**config.mk**
```make
export PLATFORM = sky130hd
export DESIGN_NAME = serial_rx_queue
export DESIGN_NICKNAME = d
export VERILOG_FILES = /design/src/rtl/serial_rx_queue_pkg.sv /design/src/rtl/serial_rx_queue_ctl.sv /design/src/rtl/serial_rx_queue_store.sv /design/src/rtl/serial_rx_queue_timer.sv /design/src/rtl/serial_rx_queue.sv
export SDC_FILE = /design/constraint.sdc
export NUM_CORES = 1
export LEC_CHECK = 0
export ABC_AREA = 0
export BUFFER_PORTS_ARGS = -buffer_cell sky130_fd_sc_hd__buf_2
export CORE_AREA = 2 2 133 135
export DETAILED_ROUTE_END_ITERATION = 7
export DIE_AREA = 0 0 135 137
export SETUP_SLACK_MARGIN = 0.02
export SYNTH_ARGS = -nofsm -noshare
export SYNTH_HDL_FRONTEND = slang
export SYNTH_SLANG_ARGS = --single-unit
```
**constraint.sdc**
```tcl
create_clock -name clk -period 3.9 [get_ports clk]
set_input_delay 1.17 -clock clk [delete_from_list [all_inputs] [get_ports clk]]
set_output_delay 1.17 -clock clk [all_outputs]
set_load 0.05 [all_outputs]
```
**src/rtl/serial_rx_queue_pkg.sv**
```systemverilog
// Shared constants and helpers for the receive queue.
// Assumes an 8-bit control register; bit positions below are decoded by neighbours.
package serial_rx_queue_pkg;

    localparam int CTL_W       = 8;
    localparam int EN_BIT      = 0;
    localparam int RXRST_BIT   = 1;
    localparam int TXRST_BIT   = 2;
    localparam logic [CTL_W-1:0] KEEP_MASK = 8'hC9;

    // Decoded control actions produced by a single register write.
    typedef struct packed {
        logic rx_flush;
        logic tx_flush;
        logic toggled;
    } ctl_action_t;

    // Trigger threshold in bytes for the two-bit selector field.
    function automatic logic [4:0] trig_level(input logic [1:0] sel);
        case (sel)
            2'b00:   trig_level = 5'd1;
            2'b01:   trig_level = 5'd4;
            2'b10:   trig_level = 5'd8;
            default: trig_level = 5'd14;
        endcase
    endfunction

    // Bit ticks in one character: start + data + optional parity + stop bits.
    function automatic logic [3:0] char_ticks(input logic [1:0] dsel,
                                              input logic       par,
                                              input logic       stop2);
        char_ticks = 4'd7 + {2'b00, dsel} + {3'b000, par} + {3'b000, stop2};
    endfunction

endpackage

```
**src/rtl/serial_rx_queue_ctl.sv**
```systemverilog
// Control register for the receive queue.
// Stores the sticky bits, decodes self-clearing flush bits and treats an
// enable toggle as a request to flush both queues.
module serial_rx_queue_ctl
    import serial_rx_queue_pkg::*;
(
    input  logic             clk,
    input  logic             rst_n,
    input  logic             we,
    input  logic [CTL_W-1:0] wdata,
    output logic [CTL_W-1:0] ctl_q,
    output logic             rx_flush,
    output logic             tx_flush_q
);

    ctl_action_t act;

    // Decode the actions of the current write.
    always_comb begin
        act.toggled  = we && (wdata[EN_BIT] != ctl_q[EN_BIT]);
        act.rx_flush = we && (wdata[RXRST_BIT] || act.toggled);
        act.tx_flush = we && (wdata[TXRST_BIT] || act.toggled);
    end

    assign rx_flush = act.rx_flush;

    // Hold the retained control bits.
    always_ff @(posedge clk) begin
        if (!rst_n) begin
            ctl_q <= '0;
        end else if (we) begin
            ctl_q <= wdata & KEEP_MASK;
        end
    end

    // Register the one-cycle transmit flush request.
    always_ff @(posedge clk) begin
        if (!rst_n) begin
            tx_flush_q <= 1'b0;
        end else begin
            tx_flush_q <= act.tx_flush;
        end
    end

endmodule

```
**src/rtl/serial_rx_queue_store.sv**
```systemverilog
// Circular byte store with head/tail indices, occupancy count and overrun flag.
// Assumes flush has priority over push and pop; a pop on empty is ignored.
module serial_rx_queue_store #(
    parameter  int DEPTH = 16,
    parameter  int DW    = 8,
    localparam int PTR_W = $clog2(DEPTH),
    localparam int CNT_W = $clog2(DEPTH + 1)
) (
    input  logic             clk,
    input  logic             rst_n,
    input  logic             en,
    input  logic             flush,
    input  logic             push,
    input  logic [DW-1:0]    push_data,
    input  logic             pop,
    input  logic             ovr_clr,
    output logic [DW-1:0]    pop_data,
    output logic [CNT_W-1:0] count,
    output logic             push_ok,
    output logic             pop_ok,
    output logic             overrun
);

    logic [PTR_W-1:0] wr_ptr;
    logic [PTR_W-1:0] rd_ptr;
    logic [DW-1:0]    slot [DEPTH];
    logic             full;
    logic             empty;
    logic             push_drop;

    // Classify this cycle's push and pop requests.
    always_comb begin
        full      = (count == CNT_W'(DEPTH));
        empty     = (count == '0);
        pop_ok    = en && pop && !empty && !flush;
        push_ok   = en && push && !flush && (!full || pop_ok);
        push_drop = en && push && !flush && full && !pop_ok;
    end

    // One register per entry, written when the tail index selects it.
    for (genvar g = 0; g < DEPTH; g++) begin : g_slot
        always_ff @(posedge clk) begin
            if (!rst_n) begin
                slot[g] <= '0;
            end else if (push_ok && (wr_ptr == PTR_W'(g))) begin
                slot[g] <= push_data;
            end
        end
    end

    // Present the head byte, or zero when nothing is queued.
    assign pop_data = empty ? '0 : slot[rd_ptr];

    // Advance the tail index on an accepted push, wrapping at the last entry.
    always_ff @(posedge clk) begin
        if (!rst_n || flush) begin
            wr_ptr <= '0;
        end else if (push_ok) begin
            wr_ptr <= (wr_ptr == PTR_W'(DEPTH - 1)) ? '0 : wr_ptr + 1'b1;
        end
    end

    // Advance the head index on an accepted pop, wrapping at the last entry.
    always_ff @(posedge clk) begin
        if (!rst_n || flush) begin
            rd_ptr <= '0;
        end else if (pop_ok) begin
            rd_ptr <= (rd_ptr == PTR_W'(DEPTH - 1)) ? '0 : rd_ptr + 1'b1;
        end
    end

    // Track occupancy separately from the indices.
    always_ff @(posedge clk) begin
        if (!rst_n || flush) begin
            count <= '0;
        end else begin
            case ({push_ok, pop_ok})
                2'b10:   count <= count + 1'b1;
                2'b01:   count <= count - 1'b1;
                default: count <= count;
            endcase
        end
    end

    // Sticky overrun flag; a new drop wins over a clear in the same cycle.
    always_ff @(posedge clk) begin
        if (!rst_n) begin
            overrun <= 1'b0;
        end else if (push_drop) begin
            overrun <= 1'b1;
        end else if (ovr_clr) begin
            overrun <= 1'b0;
        end
    end

endmodule

```
**src/rtl/serial_rx_queue_timer.sv**
```systemverilog
// Character-timeout detector: counts bit ticks into character times and
// flags a timeout when TO_CHARS characters pass with data still queued.
// Assumes restart wins over expiry, and cancel wins over everything.
module serial_rx_queue_timer #(
    parameter  int TO_CHARS = 4,
    parameter  int TICK_W   = 4,
    localparam int CHR_W    = $clog2(TO_CHARS + 1)
) (
    input  logic              clk,
    input  logic              rst_n,
    input  logic              cancel,
    input  logic              restart,
    input  logic              clear_pend,
    input  logic              occupied,
    input  logic              bit_tick,
    input  logic [TICK_W-1:0] char_len,
    output logic              pend
);

    logic              armed;
    logic [TICK_W-1:0] bit_cnt;
    logic [CHR_W-1:0]  chr_cnt;
    logic              char_done;
    logic              expire;

    // Detect the end of a character time and of the whole timeout window.
    always_comb begin
        char_done = armed && bit_tick && (bit_cnt >= char_len - 1'b1);
        expire    = char_done && (chr_cnt == CHR_W'(TO_CHARS - 1));
    end

    // Run the bit and character counters while armed.
    always_ff @(posedge clk) begin
        if (!rst_n || cancel) begin
            armed   <= 1'b0;
            bit_cnt <= '0;
            chr_cnt <= '0;
        end else if (restart) begin
            armed   <= 1'b1;
            bit_cnt <= '0;
            chr_cnt <= '0;
        end else if (expire) begin
            armed   <= 1'b0;
            bit_cnt <= '0;
            chr_cnt <= '0;
        end else if (char_done) begin
            bit_cnt <= '0;
            chr_cnt <= chr_cnt + 1'b1;
        end else if (armed && bit_tick) begin
            bit_cnt <= bit_cnt + 1'b1;
        end
    end

    // Hold the timeout-pending flag until a pop or a receive flush.
    always_ff @(posedge clk) begin
        if (!rst_n || cancel) begin
            pend <= 1'b0;
        end else if (clear_pend) begin
            pend <= 1'b0;
        end else if (expire && !restart && occupied) begin
            pend <= 1'b1;
        end
    end

endmodule

```
**src/rtl/serial_rx_queue.sv**
```systemverilog
// Receive queue top: control register, byte store and timeout detector.
// Assumes one push and one pop strobe per cycle at most, from the
// deserialiser and the host respectively.
module serial_rx_queue
    import serial_rx_queue_pkg::*;
#(
    parameter  int DEPTH    = 16,
    parameter  int DW       = 8,
    parameter  int TO_CHARS = 4,
    localparam int CNT_W    = $clog2(DEPTH + 1)
) (
    input  logic             clk,
    input  logic             rst_n,
    input  logic             ctl_we,
    input  logic [7:0]       ctl_wdata,
    input  logic             push,
    input  logic [DW-1:0]    push_data,
    input  logic             pop,
    output logic [DW-1:0]    pop_data,
    input  logic             bit_tick,
    input  logic [1:0]       data_sel,
    input  logic             parity_on,
    input  logic             stop_two,
    input  logic             ovr_clr,
    output logic [CNT_W-1:0] count,
    output logic             data_ready,
    output logic             trig_hit,
    output logic             timeout_pend,
    output logic             overrun,
    output logic [7:0]       ctl_q,
    output logic             tx_flush
);

    logic       rx_flush;
    logic       push_ok;
    logic       pop_ok;
    logic       restart;
    logic [3:0] char_len;
    logic [4:0] level;

    serial_rx_queue_ctl u_ctl (
        .clk        (clk),
        .rst_n      (rst_n),
        .we         (ctl_we),
        .wdata      (ctl_wdata),
        .ctl_q      (ctl_q),
        .rx_flush   (rx_flush),
        .tx_flush_q (tx_flush)
    );

    serial_rx_queue_store #(
        .DEPTH (DEPTH),
        .DW    (DW)
    ) u_store (
        .clk       (clk),
        .rst_n     (rst_n),
        .en        (ctl_q[EN_BIT]),
        .flush     (rx_flush),
        .push      (push),
        .push_data (push_data),
        .pop       (pop),
        .ovr_clr   (ovr_clr),
        .pop_data  (pop_data),
        .count     (count),
        .push_ok   (push_ok),
        .pop_ok    (pop_ok),
        .overrun   (overrun)
    );

    // Frame length in ticks and restart condition for the timeout window.
    always_comb begin
        char_len = char_ticks(data_sel, parity_on, stop_two);
        restart  = push_ok || (pop_ok && (count > CNT_W'(1)));
    end

    serial_rx_queue_timer #(
        .TO_CHARS (TO_CHARS),
        .TICK_W   (4)
    ) u_timer (
        .clk        (clk),
        .rst_n      (rst_n),
        .cancel     (rx_flush),
        .restart    (restart),
        .clear_pend (pop_ok),
        .occupied   (count != '0),
        .bit_tick   (bit_tick),
        .char_len   (char_len),
        .pend       (timeout_pend)
    );

    // Status outputs derived from occupancy and the trigger selector.
    always_comb begin
        level      = trig_level(ctl_q[7:6]);
        data_ready = (count != '0);
        trig_hit   = ctl_q[EN_BIT] && (count >= CNT_W'(level));
    end

endmodule

```
* Yosys cells after proc, flatten, opt, wreduce, memory -nomap -nowiden
Memories as Yosys holds them, arrays and structs flattened. A register that Yosys moved wholly into a read port is not among the register bits.
Cells that the tools add are included.
** Word-level totals
- Register bits :: 28
- Bits in writable memories :: 128
- Output and inout port bits :: 26
- Bits of input ports :: 27
- Memories :: 1
** Memories
- u_store.slot :: words 16, width 8, read ports 1, clocked after Yosys merged registers in 1, write ports 16, line serial_rx_queue_store.sv:26 : logic [DW-1:0] slot [DEPTH];
** Cells by class
- Bitwise gates (word level) :: 16
- Add/sub/neg operators :: 10
- Reductions and logical operators :: 55
- Equality and inequality tests :: 23
- Magnitude comparators :: 3
- Mux-type cells :: 76
** Operator list (count)
- 8-bit 2-to-1 mux :: 17
- 1-bit 2-to-1 mux :: 53
- 4-bit equality test (second input constant) :: 9
- 1-bit logical AND :: 34
- 4-bit by 3-bit equality test with 1-bit output (second input constant) :: 4
- 4-bit 2-to-1 mux :: 4
- 1-bit OR :: 16
- 4-bit by 1-bit adder with 4-bit output (second input constant) :: 3
- 4-bit one-hot mux with 3 select lines :: 1
- 5-bit one-hot mux with 2 select lines :: 1
- 4-bit by 1-bit adder with 4-bit output :: 2
- 4-bit by 2-bit equality test with 1-bit output (second input constant) :: 2
- 1-bit logical NOT :: 6
- 2-bit nonzero test :: 3
- 5-bit by 1-bit adder with 5-bit output (second input constant) :: 1
- 5-bit equality test (second input constant) :: 1
- 5-bit greater-or-equal comparator :: 1
- 5-bit by 1-bit greater-than comparator with 1-bit output (second input constant) :: 1
- 5-bit logical NOT :: 1
- 1-bit logical OR :: 5
- 5-bit nonzero test :: 1
- 5-bit by 1-bit subtractor with 5-bit output (second input constant) :: 1
- 3-bit by 2-bit adder with 4-bit output (first input constant) :: 1
- 2-bit by 1-bit equality test with 1-bit output (second input constant) :: 2
- other kinds (12) :: 13

* Longest topological paths before layout
- Depth in word-level cells :: 13
- Mapped depth :: 12

* Cells and area by module
Synthesis repeated with hierarchy kept, for this count alone.
** Second synthesis, totals
- Cell total of the unflattened synthesis :: 617
- Area, all modules :: 8110.3 um^2
** Modules (own cells, without submodules)
- serial_rx_queue_store :: times used 1, sequential area each 4204.0 um^2, area an instance 7021.7 um^2, cells each 490
- serial_rx_queue_timer :: times used 1, sequential area each 180.2 um^2, area an instance 631.9 um^2, cells each 75
- serial_rx_queue_ctl :: times used 1, sequential area each 100.1 um^2, area an instance 236.5 um^2, cells each 22
- serial_rx_queue :: times used 1, sequential area each 0.0 um^2, area an instance 220.2 um^2, cells each 30

* Least setup slack after synthesis
No wires, ideal clock.
- Kind :: reg-to-output
- From :: reg u_store.count[0]
- To :: out pop_data[0]
- Data arrival time :: 2916 ps
- Cell stages (with the launch flop) :: 8
- Required time :: 2730 ps
- Path buffers :: 1
- Path slack :: -186 ps
- Cells stage by stage :: dfxtp_1 -> inv_1 -> ha_1 -> nor4b_1 -> inv_1 -> or2b_1 -> buf_2 -> o22ai_1
** On the way
- Word-level cells in the longest chain between the ends :: 2
** RTL lines
- start, declared :: line serial_rx_queue_store.sv:18 : output logic [CNT_W-1:0] count,
- start signal, assigned :: line serial_rx_queue_store.sv:78 : 2'b10: count <= count + 1'b1;
- start signal, assigned :: line serial_rx_queue_store.sv:79 : 2'b01: count <= count - 1'b1;
- start signal, assigned :: line serial_rx_queue_store.sv:80 : default: count <= count;
- 5-bit logical NOT :: line serial_rx_queue_store.sv:34 : empty = (count == '0);
- 8-bit 2-to-1 mux :: line serial_rx_queue_store.sv:52 : assign pop_data = empty ? '0 : slot[rd_ptr];
- end, declared :: line serial_rx_queue.sv:19 : output logic [DW-1:0] pop_data,
No other way between the ends.

* Final worst setup path
- From :: reg u_store.count[0]
- To :: out pop_data[1]
Same word-level chain as after synthesis.

==> impl_summary.md <==
Cells and area
The final layout contains between 700 and 800 nets. Leaving out fill and tap cells, the most frequent cells in the layout are nor2_1 (150), edfxtp_1 (128), nand2_1 (50), buf_2 (42), mux4_2 (32). After the flow finishes, the layout carries non-filler instances totaling 900. The most frequent standard cell in the layout excluding fill and tap cells is nor2_1. The signed area change from the synthesized netlist to the final layout is 14.2%. The share of cells above drive strength 1 is 21.3%. The count of antenna diodes in the layout is 0.

Clocking
The number of gates resized after cts is 4. The H-tree was split into 4 levels. The CTS sink count is 160.

The buffers inserted during post-CTS setup optimization is 0. The maximum count of clock buffers along a single path is 2. The tree is rooted in a clkbuf_16. At the later pin of the worst-skew pair, clock insertion delay measures ~420 ps. The clock buffer count from CTS is 17. The number of buffers added to fix hold violations after cts is 0. The clock slew at the register clock pins of the worst setup and hold paths is 60 ps. TritonCTS built the clock tree.

Global route
The number of global-route vias before repair is around 5000. The first global-routing pass estimated 27.0 mm of wire. The pin count of the biggest net entering global routing is 33.

The total overflow left after global routing is 0. The initial antenna violation count was 0. Global routing used 20.0% of the available tracks.

STA
In the finished design, the share of the clock period the worst path needs comes to between 90% and 100%. The count of final max-slew check failures is 0. The time the final worst path needs with I/O delays and setup is roughly 3800 ps. The clock arrives with about 4.1 ps of skew. Summed over all failing endpoints, the final setup total negative slack is 0 ps. The tightest hold path in the finished design has a slack of roughly 500 ps. Setup repair after global routing left no endpoint under its margin.

The worst relative slew slack is 56.7%. The total setup violations reported at the end of the flow is 0. The total count of hold-check failures in the final report is 0. The maximum clock rate is around 270 MHz.

For the pin with the worst max-slew slack, the measured transition is 648 ps.

Power
The switching share of power is roughly 22%. The portion of total power attributed to combinational logic is 5.5%. Cell internal power was estimated by the tool at 2.89 mW. The power after layout is ~3.7 mW. The total power per unit cell area is around 430 nW/um^2. The clock network fraction of design power is between 40 and 50%. In this run the static leakage power is between 3 and 4 nW. Of the total power, registers draw about half. IR analysis of the VDD net gives a maximum drop of 0.304 mV.

In this run the power spent charging and discharging nets is a little over 0.8 mW.

Worst setup path
The signal on the critical path passes through inv_1, ha_1, nor4b_1, buf_4, inv_1, or2b_1, o22ai_1, buf_4. The kind of capture point of the worst setup path is an output pin. The data required time at the worst endpoint is approximately 2700 ps. The delay of the slowest cell on the worst path is ~420 ps.

The maximum fanout along the worst path is 8. The cell with the largest stage delay on the worst path is dfxtp_2. STA classifies the critical path startpoint as a flip-flop. The critical path is of the reg -> out type.

The data arrival time of the critical path is 2590 ps.

Die
Once the floorplan was initialized, standard cells occupied between 40% and 50% of the core. The floorplan step set the die height to roughly 140 um. The total area inside the core boundary comes to 17100 um^2. 53 I/O pins were placed. The die footprint is 18500 um^2. After floorplanning, the core was divided into 48 placement rows. Measured along the x axis, the die boundary spans ~140 um.

Flow run
The count of maximum capacitance violations is 0.

Placement
The placer congestion estimate is around 0.82. Once placement completed, the tool counted placed cells totaling about 870. The count of input and output buffers is 46. The HPWL after detailed placement is 12.5 mm.

Logic synthesis
The fraction of synthesized cell area in xor and xnor cells is ~1.3%. Sorting the synthesized cells by area gives the leading types as edfxtp_1 (51%), mux4_2 (9.5%), dfxtp_1 (8.5%), nor2_1 (7.4%), ha_1 (3.6%). Of the total synthesized cell area, the portion taken by AND, OR, NAND and NOR gates is 14.6%. The share of synthesized registers carrying an async set or reset is 0%.

In the synthesized netlist the dominant register cell turns out to be edfxtp_1. Summing the areas of all fa, ha and maj instances in the mapped netlist gives 3.90% of the synthesized area. The netlist area before placement is between 7000 and 8000 um^2. After synthesis, the share of cell area in mux cells is a little over an eighth. In this run, synthesis produced a sequential element count of 160. Summing the areas of all compound-gate instances in the mapped netlist gives 4.70% of the synthesized area. The average footprint of a synthesized cell is between 10 and 15 um^2.

Yosys printed 0 warnings. After synthesis, the netlist uses 47 different library cells. The main combinational cell family by area after synthesis is simple AND/OR/NAND/NOR gates. The sequential area share after synthesis is ~59%. The number of enable flip-flop cells after synthesis is between 100 and 150. The cell count after synthesis came out at 609.

Of all cell types, the one taking the most synthesized area is edfxtp_1. In this run the biggest area consumer among cell types represents 50.7% of the synthesized area.

Run status
The flow ran to the end, and the final reports show no timing, DRC or antenna violations.

Detailed routing
After detailed routing, the number of vias per cell comes to 5.35. After detailed routing, the number of remaining DRC violations is 0. The routed via count is 4818. The violation count after the first detailed-routing iteration is around 430. The final wirelength is 17.4 mm. The pre-antenna-repair detailed-routing pass consisted of 4 iterations. The wire length per cell is 19.4 um. The count of nets left with antenna violations once routing finished came out at 0.

Worst hold path
In this run the worst hold path is classified as reg -> reg.
cells in the mapped netlist, drive strengths merged, types with 2 or more instances:
cell and n:
a211oi 4, a21oi 9, a31oi 4, a41oi 3
and2 11, buf 22, clkbuf 13, dfxtp 32
edfxtp 128, ha 22, inv 15, mux2i 27
mux4 32, nand2 55, nand2b 3, nand3 9
nor2 150, nor2b 9, nor3 5, nor3b 2
nor4b 2, o21ai 18, o22ai 9, or2b 2
xnor2 6, xor2 5
cell type report:
type                       count  area, um^2
clock buffer                  18         429
inverter                      15        56.3
sequential                   160        4490
tap                          225         282
clock inverter                14         140
multi-input combinational    402        2860
timing repair buffer          66         403
fill                        1537        8400
state kept, by name, summed over array words and instances, names as in the netlist, named ones only:
signal,cells
u_store.slot,128
u_timer.bit_cnt,4
u_store.wr_ptr,4
u_timer.armed,1
u_ctl.ctl_q,4
u_store.overrun,1
u_timer.chr_cnt,3
u_ctl.tx_flush_q,1
u_store.rd_ptr,4
u_store.count,5
u_timer.pend,1
power groups by stage:
stage          clock network [mW]  logic (mW)  registers (mW)
2_1_floorplan                   0       0.124            1.94
3_3_place_gp                    0       0.202            1.94
3_5_place_dp                    0       0.207            1.94
4_1_cts                      1.62       0.208            1.90
5_1_grt                      1.70       0.223            1.91
6_report                     1.61       0.206            1.90
routing by layer:
metal,up-vias,GRT usage (%),wire [um]
met5,-,0,0
met4,0,8.91,462
met3,26,3.63,692
met2,123,36.8,9430
met1,2387,22.8,6850
li1,2282,-,-
kinds of logic after synthesis:
logic type	after synthesis
fa+ha+maj	23
compound gates	54
other cells	1
xor+xnor	11
mux	59
buf+inv	50
flops	160
simple gates	251
worst paths after layout:
kind | endpoint | start | cells after the start | slack (ps)
worst max register to register | u_store.slot[11][0] | u_store.count[0] | 7 | 1190
worst min-delay path | u_timer.chr_cnt[2] | u_timer.chr_cnt[2] | 2 | 500
worst min register to register | u_timer.chr_cnt[2] | u_timer.chr_cnt[2] | 2 | 500
worst max-delay path | pop_data[1] | u_store.count[0] | 8 | 140
stage by stage:
step / instance area, um^2 / setup slack, ps / util, %
3_3_place_gp: 8070 / 461 / 47.3
4_1_cts: 8650 / 20.0 / 50.7
6_report: 8660 / 141 / 50.7
5_1_grt: 8660 / 60.6 / 50.7
3_5_place_dp: 8070 / 363 / 47.3
2_1_floorplan: 7590 / -186 / -
critical path: cells and delay by family, from the launching register on:
family          cells  cell delay [ps]
flops               1              420
compound gates      1              320
buf+inv             4              670
simple gates        2              540
fa+ha+maj           1              220
No activity file was read; power rests on OpenSTA's default activity.
